## config.mk

```make
export PLATFORM = sky130hd
export DESIGN_NAME = sso_ctrl
export DESIGN_NICKNAME = d
export VERILOG_FILES = /design/src/rtl/sso_ctrl.sv
export SDC_FILE = /design/constraint.sdc
export NUM_CORES = 1
export LEC_CHECK = 0
export ABC_AREA = 1
export BUFFER_PORTS_ARGS = -buffer_cell sky130_fd_sc_hd__buf_2
export CELL_PAD_IN_SITES_DETAIL_PLACEMENT = 1
export CELL_PAD_IN_SITES_GLOBAL_PLACEMENT = 2
export CORE_ASPECT_RATIO = 0.8
export CORE_MARGIN = 2
export CORE_UTILIZATION = 40
export CTS_BUF_LIST = sky130_fd_sc_hd__clkbuf_4 sky130_fd_sc_hd__clkbuf_8
export CTS_CLUSTER_SIZE = 10
export DETAILED_ROUTE_END_ITERATION = 10
export GPL_TIMING_DRIVEN = 0
export MAX_ROUTING_LAYER = met4
export PLACE_DENSITY = 0.95
export SLEW_MARGIN = 20
export SYNTH_ARGS = -nofsm -noshare
export SYNTH_HDL_FRONTEND = slang
export SYNTH_SLANG_ARGS = --single-unit
```

## constraint.sdc

```tcl
create_clock -name clk -period 14.5 [get_ports clk]
set_clock_uncertainty 0.1 [all_clocks]
set_input_delay 4.35 -clock clk [delete_from_list [all_inputs] [get_ports clk]]
set_output_delay 4.35 -clock clk [all_outputs]
set_load 0.1 [all_outputs]
```

## src/rtl/sso_ctrl.sv

```systemverilog
module sso_ctrl #(
  parameter int SLOW_UNIT   = 5_000_000,
  parameter int FAST_UNIT   = 200,
  parameter int SCK_DIV_MIN = 8
) (
  input  logic        clk,
  input  logic        rst_n,
  input  logic        wr_en,
  input  logic [1:0]  wr_addr,
  input  logic [31:0] wr_data,
  output logic        sclk_o,
  output logic        sdo_o,
  output logic        latch_o
);
  localparam int UNIT_MAX = (SLOW_UNIT > FAST_UNIT) ? SLOW_UNIT : FAST_UNIT;
  localparam int PW       = $clog2(20 * UNIT_MAX + 1);
  localparam int PHW      = $clog2(SCK_DIV_MIN * 8);
  localparam int DW       = PHW + 1;
  localparam logic [1:0] S_IDLE = 2'd0, S_SHIFT = 2'd1, S_LATCH = 2'd2;

  logic          per_en, edge_sel;
  logic [3:0]    grp_en;
  logic [1:0]    sck_sel, src, sdiv, fdiv;
  logic [31:0]   image;
  logic [1:0]    st;
  logic          pend;
  logic [31:0]   sh;
  logic [3:0]    gq;
  logic [4:0]    idx;
  logic [PHW-1:0] ph;
  logic [PW-1:0] tc;

  function automatic logic [2:0] grp_below(input logic [3:0] m, input logic [2:0] lim);
    logic [2:0] r;
    r = '0;
    for (int g = 0; g < 4; g++)
      if (m[g] && (g < int'(lim))) r = {1'b1, 2'(g)};
    return r;
  endfunction

  function automatic int mult(input logic [1:0] s);
    case (s)
      2'd0:    return 20;
      2'd1:    return 10;
      2'd2:    return 5;
      default: return 4;
    endcase
  endfunction

  wire per_run = per_en && (src == 2'd1 || src == 2'd2);
  logic [PW-1:0] period;
  assign period = PW'((src == 2'd2 ? SLOW_UNIT : FAST_UNIT) * mult(src == 2'd2 ? sdiv : fdiv));
  wire tick     = per_run && (tc >= period - 1'b1);
  wire sw_go    = wr_en && (wr_addr == 2'd0) && wr_data[31] && !per_run;
  wire start    = (st == S_IDLE) && pend;

  logic [DW-1:0] div;
  assign div = DW'(SCK_DIV_MIN) << sck_sel;
  wire [2:0] top      = grp_below(grp_en, 3'd4);
  wire [2:0] nxt      = grp_below(gq, {1'b0, idx[4:3]});
  wire       cell_end = (ph == PHW'(div - 1'b1));
  wire       hi       = ({1'b0, ph} < (div >> 1));

  always_ff @(posedge clk) begin
    if (!rst_n) begin
      per_en <= 1'b0; edge_sel <= 1'b0; grp_en <= '0; sck_sel <= '0;
      src <= '0; sdiv <= '0; fdiv <= '0; image <= '0;
    end else if (wr_en) begin
      case (wr_addr)
        2'd0: begin per_en <= wr_data[30]; edge_sel <= wr_data[26]; end
        2'd1: begin
          grp_en <= wr_data[3:0]; sck_sel <= wr_data[5:4]; src <= wr_data[7:6];
          sdiv <= wr_data[9:8]; fdiv <= wr_data[11:10];
        end
        2'd2: image <= wr_data;
        default: ;
      endcase
    end
  end

  always_ff @(posedge clk) begin
    if (!rst_n || !per_run) tc <= '0;
    else if (tick)          tc <= '0;
    else                    tc <= tc + 1'b1;
  end

  always_ff @(posedge clk) begin
    if (!rst_n) pend <= 1'b0;
    else        pend <= (pend && !start) || tick || sw_go;
  end

  always_ff @(posedge clk) begin
    if (!rst_n) begin
      st <= S_IDLE; sh <= '0; gq <= '0; idx <= '0; ph <= '0;
    end else begin
      case (st)
        S_IDLE: if (start && top[2]) begin
          st <= S_SHIFT; sh <= image; gq <= grp_en;
          idx <= {top[1:0], 3'b111}; ph <= '0;
        end
        S_SHIFT: if (cell_end) begin
          ph <= '0;
          if (idx[2:0] != 3'd0) idx <= idx - 1'b1;
          else if (nxt[2])      idx <= {nxt[1:0], 3'b111};
          else                  st  <= S_LATCH;
        end else ph <= ph + 1'b1;
        S_LATCH: st <= S_IDLE;
        default: st <= S_IDLE;
      endcase
    end
  end

  assign sclk_o  = (st == S_SHIFT) ? (hi ^ edge_sel) : edge_sel;
  assign sdo_o   = (st == S_SHIFT) && sh[idx];
  assign latch_o = (st == S_LATCH);
endmodule

```

==> results of run 1 <==
logic make-up after synthesis:
kind of cell / Yosys count
other: 1
adders and majority gates: 74
buffers and inverters: 150
xor gates and xnor gates: 51
DFF: 122
and+or+nand+nor: 508
AOI/OAI and AO/OA: 143
placed cells by master, fill, tap and decap left out, types with 5 or more instances in the layout:
master and count:
o21ai_0 86, dfxtp_1 122, clkbuf_1 20, nor2_1 224, nor3_2 5, nor3_1 10, a21oi_1 36, inv_6 5
nand2_2 6, nor2_2 9, inv_2 9, inv_1 103, nand2_1 165, clkbuf_8 17, fa_1 6, nand3_1 49
xor2_1 26, nand4_1 21, xnor2_1 25, buf_2 49, nor2_4 6, ha_1 68
per-layer routing:
metal  vias up  share of wire
met4         0         0.0093
met5         -              0
met3        15          0.043
met2        93           0.40
met1      3193           0.55
li1       3479              -
sequential cells by signal, summed over array words and instances, names as in the netlist:
| name | count |
|---|---|
| sck_sel | 2 |
| grp_en | 4 |
| sh | 32 |
| per_en | 1 |
| ph | 6 |
| st | 2 |
| pend | 1 |
| image | 32 |
| fdiv | 2 |
| src | 2 |
| gq | 3 |
| tc | 27 |
| sdiv | 2 |
| edge_sel | 1 |
| idx | 5 |
worst max-delay path by stage:
stage | end | startpoint | depth (start not counted) | slack (ps)
floorplan | sclk_o | sck_sel[1] | 8 | 7360
global placement | sdo_o | idx[1] | 11 | 8110
detailed placement | sdo_o | idx[1] | 11 | 8070
CTS | sdo_o | idx[1] | 11 | 7550
global route | sdo_o | idx[0] | 12 | 7410
finish | sdo_o | idx[1] | 11 | 7570
critical path, stage by stage (launching register included):
cell	delay [ps]
dfxtp_1	310
buf_2	230
inv_1	110
buf_2	230
nand3_1	110
nand3_1	80
nand2_1	90
nand2_1	60
nand3_1	90
nand2_1	60
a31oi_1	170
buf_2	460
per-stage QoR:
stage | cell area [µm²] | hold slack (ps) | std cells
final | 8380 | 377 | 1373
after CTS | 8380 | 383 | 1373
after global routing | 8380 | 416 | 1373
after detailed placement | 7970 | 372 | 1341
after global placement | 7970 | 357 | 1341
after floorplan | 7460 | 340 | 1049
report_power, final:
part           switching (µW)  internal (µW)
registers                5.56            343
logic                    82.5           51.1
clock network             172            146
total                     260            540
cell type report:
| cell class | count | area, µm² | area share |
|---|---|---|---|
| plain buffers | 37 | 186 | 0.0222 |
| clock buffers | 17 | 234 | 0.0279 |
| clock inverters | 15 | 176 | 0.0210 |
| inverters | 113 | 424 | 0.0506 |
| multi-input cells | 777 | 4410 | 0.526 |
| flip-flops and latches | 122 | 2440 | 0.291 |
| well taps | 253 | 317 | 0.0378 |
| repair buffers | 39 | 195 | 0.0233 |
==> impl_metrics.json, run 1 <==
{
  "synth_most_common_cell": "nor2_1",
  "ys_seq_elements": 122,
  "fmax_mhz": 144,
  "use_met3": 0.0461,
  "r2r-start": "src[0]",
  "drt_iter0_markers": 332,
  "die_height_um": 126,
  "pre_cts_ws_ps": 8070,
  "grtUsageMet1": 0.345,
  "hold_viol": 0,
  "drt-total-wl_um": 21100,
  "ios": 40,
  "vias": 6780,
  "fillers": 2375,
  "r2r_cells": 35,
  "reg2reg_to": "tc[12]",
  "dieArea_um2": 19800,
  "min_from": "gq[2]",
  "clk_pin_slew_worst_paths_ps": 90,
  "relSlewSlack": 0.571,
  "syn_inst": 1049,
  "ir_drop_uv": 40.6,
  "first_pass_iters": 4,
  "cts_tree": "built",
  "rows": 44,
  "total_power_uw": 800,
  "p_leak_uw": 0.00371,
  "synth_top_area_cell": "dfxtp_1",
  "rsz0062_at_grt": "no",
  "dp_hpwl_um": 16600,
  "drive_gt1_frac": 0.120,
  "cts_max_level": 4,
  "worst_ep_required_time_ps": 10050,
  "final.setup.tns_ps": 0,
  "tightest_slew_ps": 642,
  "synthMuxAreaShare": 0,
  "synth_fa_ha_area_frac": 0.130,
  "fin_ws_ps": 7570,
  "coreArea_um2": 18200,
  "synth_warnings": 0,
  "synth_area_leaders": "dfxtp_1 33%, ha_1 11%, nor2_1 11%, nand2_1 8.3%, o21ai_0 5.8%",
  "grt-busiest-layer": "met1",
  "cts.sinks": 122,
  "holdBufCountCts": 0,
  "hold_path_depth": 2,
  "clock_latency_ps": 460,
  "rrSetupSlack_ps": 8790,
  "syn_to_final_growth_pct": 12.4,
  "synthSimpleGateAreaFrac": 0.299,
  "grt_usage": 0.230,
  "grt.overflow.total": 0,
  "avgRoutedWirePerCell_um": 15.4,
  "yosysSeqAreaShare": 0.327,
  "fin_nets": 1218,
  "syn_avg_cell_area_um2": 7.11,
  "place.gp.congestion": 0.810,
  "n_antenna_cell": 0,
  "synth_xor_area_frac": 0.0599,
  "max-cap-violations": 0,
  "synthArstFlopShare": 0,
  "start_util": 0.410,
  "netlist_top_cells_count": "224 x nor2_1, 165 x nand2_1, 122 x dfxtp_1",
  "antenna_left": 0,
  "clk_root_buffer_cell": "clkbuf_8",
  "synth_compound_area_frac": 0.101,
  "antenna_found_initial": 0,
  "grt_pass1_wl_um": 34800,
  "synth.top_cell.area_share": 0.327,
  "crit_path_end_kind": "primary output",
  "synth_top_family_by_area": "simple AND/OR/NAND/NOR gates",
  "fin_util": 0.460,
  "synth_enable_flop_cells": 0,
  "grt_max_degree": 17,
  "drc": 0,
  "path_class": "register to primary output",
  "io_buffers": 39,
  "worstPathArrival_ps": 2480,
  "cts_setup_buffers": 0,
  "slew_violations": 0,
  "via_per_inst": 4.94,
  "worstPathMaxFanout": 11,
  "ys.flop_type": "dfxtp_1",
  "grt_pass1_vias": 6742,
  "hold_end": "gq[2]",
  "min_path_type": "register to register",
  "fin_crit_ps": 6930,
  "cts.path.max_buffers": 2,
  "finalSetupViolCount": 0,
  "status": "finished, final reports clean",
  "syn_nets": 1160,
  "powerDensity_nw_per_um2": 95.4,
  "final.period_utilization": 0.478,
  "fp.dieW_um": 157,
  "synth_area_um2": 7460,
  "synth.distinct_cells": 45,
  "grtUsageMet2": 0.315,
  "cts_resized": 0,
  "cts_buffers": 17,
  "cp-start-kind": "register"
}
Power figures use the tool's default switching activity.
==> run 2: changes to the inputs <==
--- a/config.mk
+++ b/config.mk
@@ -11,13 +11,13 @@
 export CELL_PAD_IN_SITES_GLOBAL_PLACEMENT = 2
 export CORE_ASPECT_RATIO = 0.8
 export CORE_MARGIN = 2
-export CORE_UTILIZATION = 40
+export CORE_UTILIZATION = 37
 export CTS_BUF_LIST = sky130_fd_sc_hd__clkbuf_4 sky130_fd_sc_hd__clkbuf_8
 export CTS_CLUSTER_SIZE = 10
 export DETAILED_ROUTE_END_ITERATION = 10
 export GPL_TIMING_DRIVEN = 0
 export MAX_ROUTING_LAYER = met4
-export PLACE_DENSITY = 0.95
+export PLACE_DENSITY = 0.94
 export SLEW_MARGIN = 20
 export SYNTH_ARGS = -nofsm -noshare
 export SYNTH_HDL_FRONTEND = slang
==> constraint.sdc (replaced) <==
create_clock -name clk -period 6.8 [get_ports clk]
set_clock_uncertainty 0.1 [all_clocks]
set_input_delay 2.04 -clock clk [delete_from_list [all_inputs] [get_ports clk]]
set_output_delay 2.04 -clock clk [all_outputs]
set_load 0.1 [all_outputs]
==> impl_metrics.json, run 2 (synthesized netlist as in run 1, its figures left out) <==
{
  "fp.dieW_um": 163,
  "die_height_um": 131,
  "final.setup.tns_ps": 0,
  "grt_pass1_vias": 6790,
  "dp_hpwl_um": 16600,
  "drt_iter0_markers": 360,
  "total_power_uw": 1660,
  "first_pass_iters": 4,
  "fin_ws_ps": 1160,
  "crit_slowest_cell": "fa_1",
  "antenna_left": 0,
  "powerDensity_nw_per_um2": 199,
  "clk_root_buffer_cell": "clkbuf_8",
  "cts.sinks": 122,
  "avgRoutedWirePerCell_um": 15.4,
  "layout_commonest_cell": "nor2_1",
  "holdBufCountCts": 0,
  "worstPathArrival_ps": 5910,
  "syn_to_final_growth_pct": 12.2,
  "start_util": 0.377,
  "final.period_utilization": 0.830,
  "reg2reg_to": "tc[20]",
  "hold_viol": 0,
  "r2r_cells": 35,
  "place_area_um2": 7990,
  "drc": 0,
  "antenna_found_initial": 0,
  "rows": 46,
  "clock_latency_ps": 440,
  "drive_gt1_frac": 0.120,
  "pre_cts_ws_ps": 1130,
  "worst_ep_required_time_ps": 7070,
  "relSlewSlack": 0.468,
  "crit_path_start": "src[0]",
  "dieArea_um2": 21300,
  "crit_path_end_kind": "register",
  "io_buffers": 39,
  "finalInstanceArea_um2": 8370,
  "cts_resized": 0,
  "grt_usage": 0.213,
  "fin_nets": 1218,
  "min_from": "ph[1]",
  "worstPathMaxFanout": 10,
  "grt.overflow.total": 0,
  "mostFrequentLayoutCells": "224 x nor2_1, 165 x nand2_1, 122 x dfxtp_1",
  "place.gp.congestion": 0.827,
  "vias": 6800,
  "reg_top3": "image (32), sh (32), tc (27)",
  "ios": 40,
  "fillers": 2549,
  "status": "finished, final reports clean",
  "n_antenna_cell": 0,
  "cts_tree": "built",
  "min_path_type": "register to register",
  "rrSetupSlack_ps": 1160,
  "via_per_inst": 4.91,
  "cts_setup_buffers": 0,
  "clk_pin_slew_worst_paths_ps": 80,
  "crit_end": "tc[20]",
  "tightest_slew_ps": 794,
  "cp-start-kind": "register",
  "grt_max_degree": 17,
  "cts_buffers": 17,
  "fmax_mhz": 177,
  "slew_violations": 0,
  "finalSetupViolCount": 0,
  "drt-total-wl_um": 21300,
  "rsz0062_at_grt": "no",
  "grt_pass1_wl_um": 34500,
  "crit_path_frequent_cell": "nand2_1",
  "ir_drop_uv": 118,
  "max-cap-violations": 0,
  "cts_max_level": 4,
  "r2r-start": "src[0]",
  "coreArea_um2": 19800,
  "cts.path.max_buffers": 2,
  "p_leak_uw": 0.00370,
  "path_class": "register to register",
  "fin_crit_ps": 5640,
  "holdWs_ps": 387,
  "max_stage_delay_ps": 500
}
[run 2: worst min-delay path by stage]
| stage | endpoint | cells after the start | slack (ps) |
|---|---|---|---|
| 2_1_floorplan | tc[0] | 1 | 340 |
| 3_3_place_gp | gq[2] | 2 | 360 |
| 3_5_place_dp | gq[2] | 2 | 370 |
| 4_1_cts | gq[2] | 2 | 380 |
| 5_1_grt | sh[24] | 2 | 410 |
| 6_report | ph[1] | 2 | 390 |
[run 2: power breakdown]
group          internal [µW]  total, µW  switching [µW]
clock network            274        632             359
logic                    108        289             180
registers                732        743            11.1
[run 2: layer usage]
metal | GRT usage | vias to the layer above | routed length, µm
li1 | - | 3474 | -
met1 | 0.304 | 3228 | 11400
met2 | 0.318 | 87 | 8990
met3 | 0.0319 | 11 | 677
met4 | 0.0469 | 0 | 205
met5 | - | - | 0
[run 2: through the flow]
step           instances  utilization
6_report            1384        0.423
4_1_cts             1384        0.423
3_3_place_gp        1352        0.403
3_5_place_dp        1352        0.403
5_1_grt             1384        0.423
2_1_floorplan       1049            -
[run 2: final cells by class]
| type | instances | area [µm²] | share of cell area |
|---|---|---|---|
| sequential | 122 | 2440 | 0.292 |
| buffer | 37 | 186 | 0.0223 |
| tap | 264 | 330 | 0.0395 |
| clock buffer | 17 | 234 | 0.0280 |
| timing repair buffer | 39 | 195 | 0.0233 |
| clock inverter | 15 | 149 | 0.0178 |
| inverter | 113 | 424 | 0.0507 |
| multi-input combinational | 777 | 4410 | 0.527 |
[run 2: worst max-delay path, delay by kind of cell (launching register included)]
kind | cells | cell delay [ps]
adder cells (fa/ha/maj) | 6 | 1950
flip-flops | 1 | 310
buffers and inverters | 9 | 880
AO/OA/AOI/OAI | 3 | 410
AND/OR/NAND/NOR | 17 | 1890
==> run 3: changes to the inputs <==
--- a/config.mk
+++ b/config.mk
@@ -11,13 +11,13 @@
 export CELL_PAD_IN_SITES_GLOBAL_PLACEMENT = 2
 export CORE_ASPECT_RATIO = 0.8
 export CORE_MARGIN = 2
-export CORE_UTILIZATION = 37
+export CORE_UTILIZATION = 33
 export CTS_BUF_LIST = sky130_fd_sc_hd__clkbuf_4 sky130_fd_sc_hd__clkbuf_8
 export CTS_CLUSTER_SIZE = 10
 export DETAILED_ROUTE_END_ITERATION = 10
 export GPL_TIMING_DRIVEN = 0
 export MAX_ROUTING_LAYER = met4
-export PLACE_DENSITY = 0.94
+export PLACE_DENSITY = 0.89
 export SLEW_MARGIN = 20
 export SYNTH_ARGS = -nofsm -noshare
 export SYNTH_HDL_FRONTEND = slang
==> constraint.sdc (replaced) <==
create_clock -name clk -period 4.7 [get_ports clk]
set_clock_uncertainty 0.1 [all_clocks]
set_input_delay 1.41 -clock clk [delete_from_list [all_inputs] [get_ports clk]]
set_output_delay 1.41 -clock clk [all_outputs]
set_load 0.1 [all_outputs]
==> impl_metrics.json, run 3 (synthesized netlist as in run 1, its figures left out) <==
{
  "cts_buffers": 17,
  "tightest_slew_ps": 603,
  "grt_usage": 0.203,
  "grt_pass1_vias": 7203,
  "hold_viol": 0,
  "reg_top3": "image (32), sh (32), tc (27)",
  "grt.overflow.total": 0,
  "min_path_type": "register to register",
  "antenna_found_initial": 0,
  "r2r_cells": 32,
  "crit_path_frequent_cell": "nand2_2",
  "ios": 40,
  "slew_violations": 0,
  "worstPathArrival_ps": 5290,
  "start_util": 0.334,
  "relSlewSlack": 0.596,
  "fin_util": 0.407,
  "vias": 7066,
  "cts.sinks": 122,
  "powerDensity_nw_per_um2": 286,
  "drive_gt1_frac": 0.197,
  "path_class": "register to register",
  "fin_crit_ps": 5050,
  "cts_max_level": 4,
  "max-cap-violations": 0,
  "clk_root_buffer_cell": "clkbuf_8",
  "place.gp.congestion": 0.779,
  "mostFrequentLayoutCells": "201 x nor2_1, 155 x nand2_1, 120 x dfxtp_1",
  "status": "finished, violations left",
  "cts_tree": "built",
  "ir_drop_uv": 163,
  "clk_pin_slew_worst_paths_ps": 90,
  "crit_path_end_kind": "register",
  "worst_ep_required_time_ps": 4940,
  "via_per_inst": 4.84,
  "fmax_mhz": 198,
  "grt_pass1_wl_um": 37300,
  "hold_path_depth": 2,
  "fin_nets": 1252,
  "drt-total-wl_um": 22700,
  "coreArea_um2": 22300,
  "finalSetupViolCount": 28,
  "drt_iter0_markers": 361,
  "max_stage_delay_ps": 530,
  "cts.path.max_buffers": 2,
  "grt_max_degree": 17,
  "cp-start-kind": "register",
  "violations": "negative setup slack",
  "avgRoutedWirePerCell_um": 15.5,
  "holdWs_ps": 386,
  "crit_slowest_cell": "fa_1",
  "rows": 49,
  "fp.dieW_um": 172,
  "drc": 0,
  "holdBufCountCts": 0,
  "syn_to_final_growth_pct": 21.6,
  "dieArea_um2": 23800,
  "io_buffers": 39,
  "place_area_um2": 8070,
  "die_height_um": 139,
  "n_antenna_cell": 0,
  "layout_commonest_cell": "nor2_1",
  "finalInstanceArea_um2": 9080,
  "dp_hpwl_um": 16800,
  "rsz0062_at_grt": "yes",
  "first_pass_iters": 5,
  "final.period_utilization": 1.07,
  "fin_ws_ps": -350,
  "clock_latency_ps": 450,
  "p_leak_uw": 0.00389,
  "antenna_left": 0,
  "worstPathMaxFanout": 8
}
run 3: cell count changes in the layout (fill, tap and decap cells not counted), moves of 10 or more:
| cell | delta |
|---|---|
| buf_4 | +28 |
| nand2_1 | -10 |
| nor2_4 | +11 |
| nor2_2 | +12 |
| inv_1 | -10 |
| nor2_1 | -23 |
run 3: report_power, final:
| group | switching [µW] | internal (µW) |
|---|---|---|
| sequential | 18.2 | 1060 |
| combinational | 312 | 227 |
| clock | 530 | 447 |
| total | 860 | 1730 |
run 3: final cells by class:
| type | count | area [µm²] |
|---|---|---|
| buffer | 36 | 179 |
| clock buffer | 17 | 234 |
| clock inverter | 15 | 168 |
| fill | 2838 | 13200 |
| inverter | 113 | 432 |
| multi-input combinational | 777 | 4730 |
| sequential | 122 | 2440 |
| tap | 306 | 383 |
| timing repair buffer | 74 | 503 |
run 3: final timing paths:
check | from | endpoint | slack (ps)
hold reg to reg | gq[2] | gq[2] | 390
setup / recovery | src[0] | tc[21] | -350
setup reg to reg | src[0] | tc[21] | -350
hold / removal | gq[2] | gq[2] | 390
run 3: critical path: cells and delay by family (launching register included):
kind / cells / cell delay, ps
flops: 1 / 320
xor+xnor: 1 / 120
simple gates: 17 / 1890
buf+inv: 8 / 590
fa+ha+maj: 6 / 1900
run 3: layer usage:
metal | wire, µm | share of wire | up-vias | track usage
li1 | - | - | 3553 | -
met1 | 11400 | 0.50 | 3360 | 0.291
met2 | 9900 | 0.44 | 133 | 0.298
met3 | 1120 | 0.049 | 20 | 0.0321
met4 | 293 | 0.013 | 0 | 0.0513
met5 | 0 | 0 | - | -
run 3: repair_timing:
action,CTS,global route
pin swaps,28,29
resized for setup,54,30
gates cloned,2,0
setup buffers,25,8
setup endpoints to repair,28,28
run 3: stage by stage:
stage	TNS, ps	total power [µW]	worst slack [ps]	std cells
global placement	-18310	1500	-711	1394
floorplan	0	1400	12.0	1049
CTS	-6710	2590	-274	1453
global route	-16600	2740	-627	1460
finish	-8770	2590	-350	1460
detailed placement	-21370	1520	-823	1394
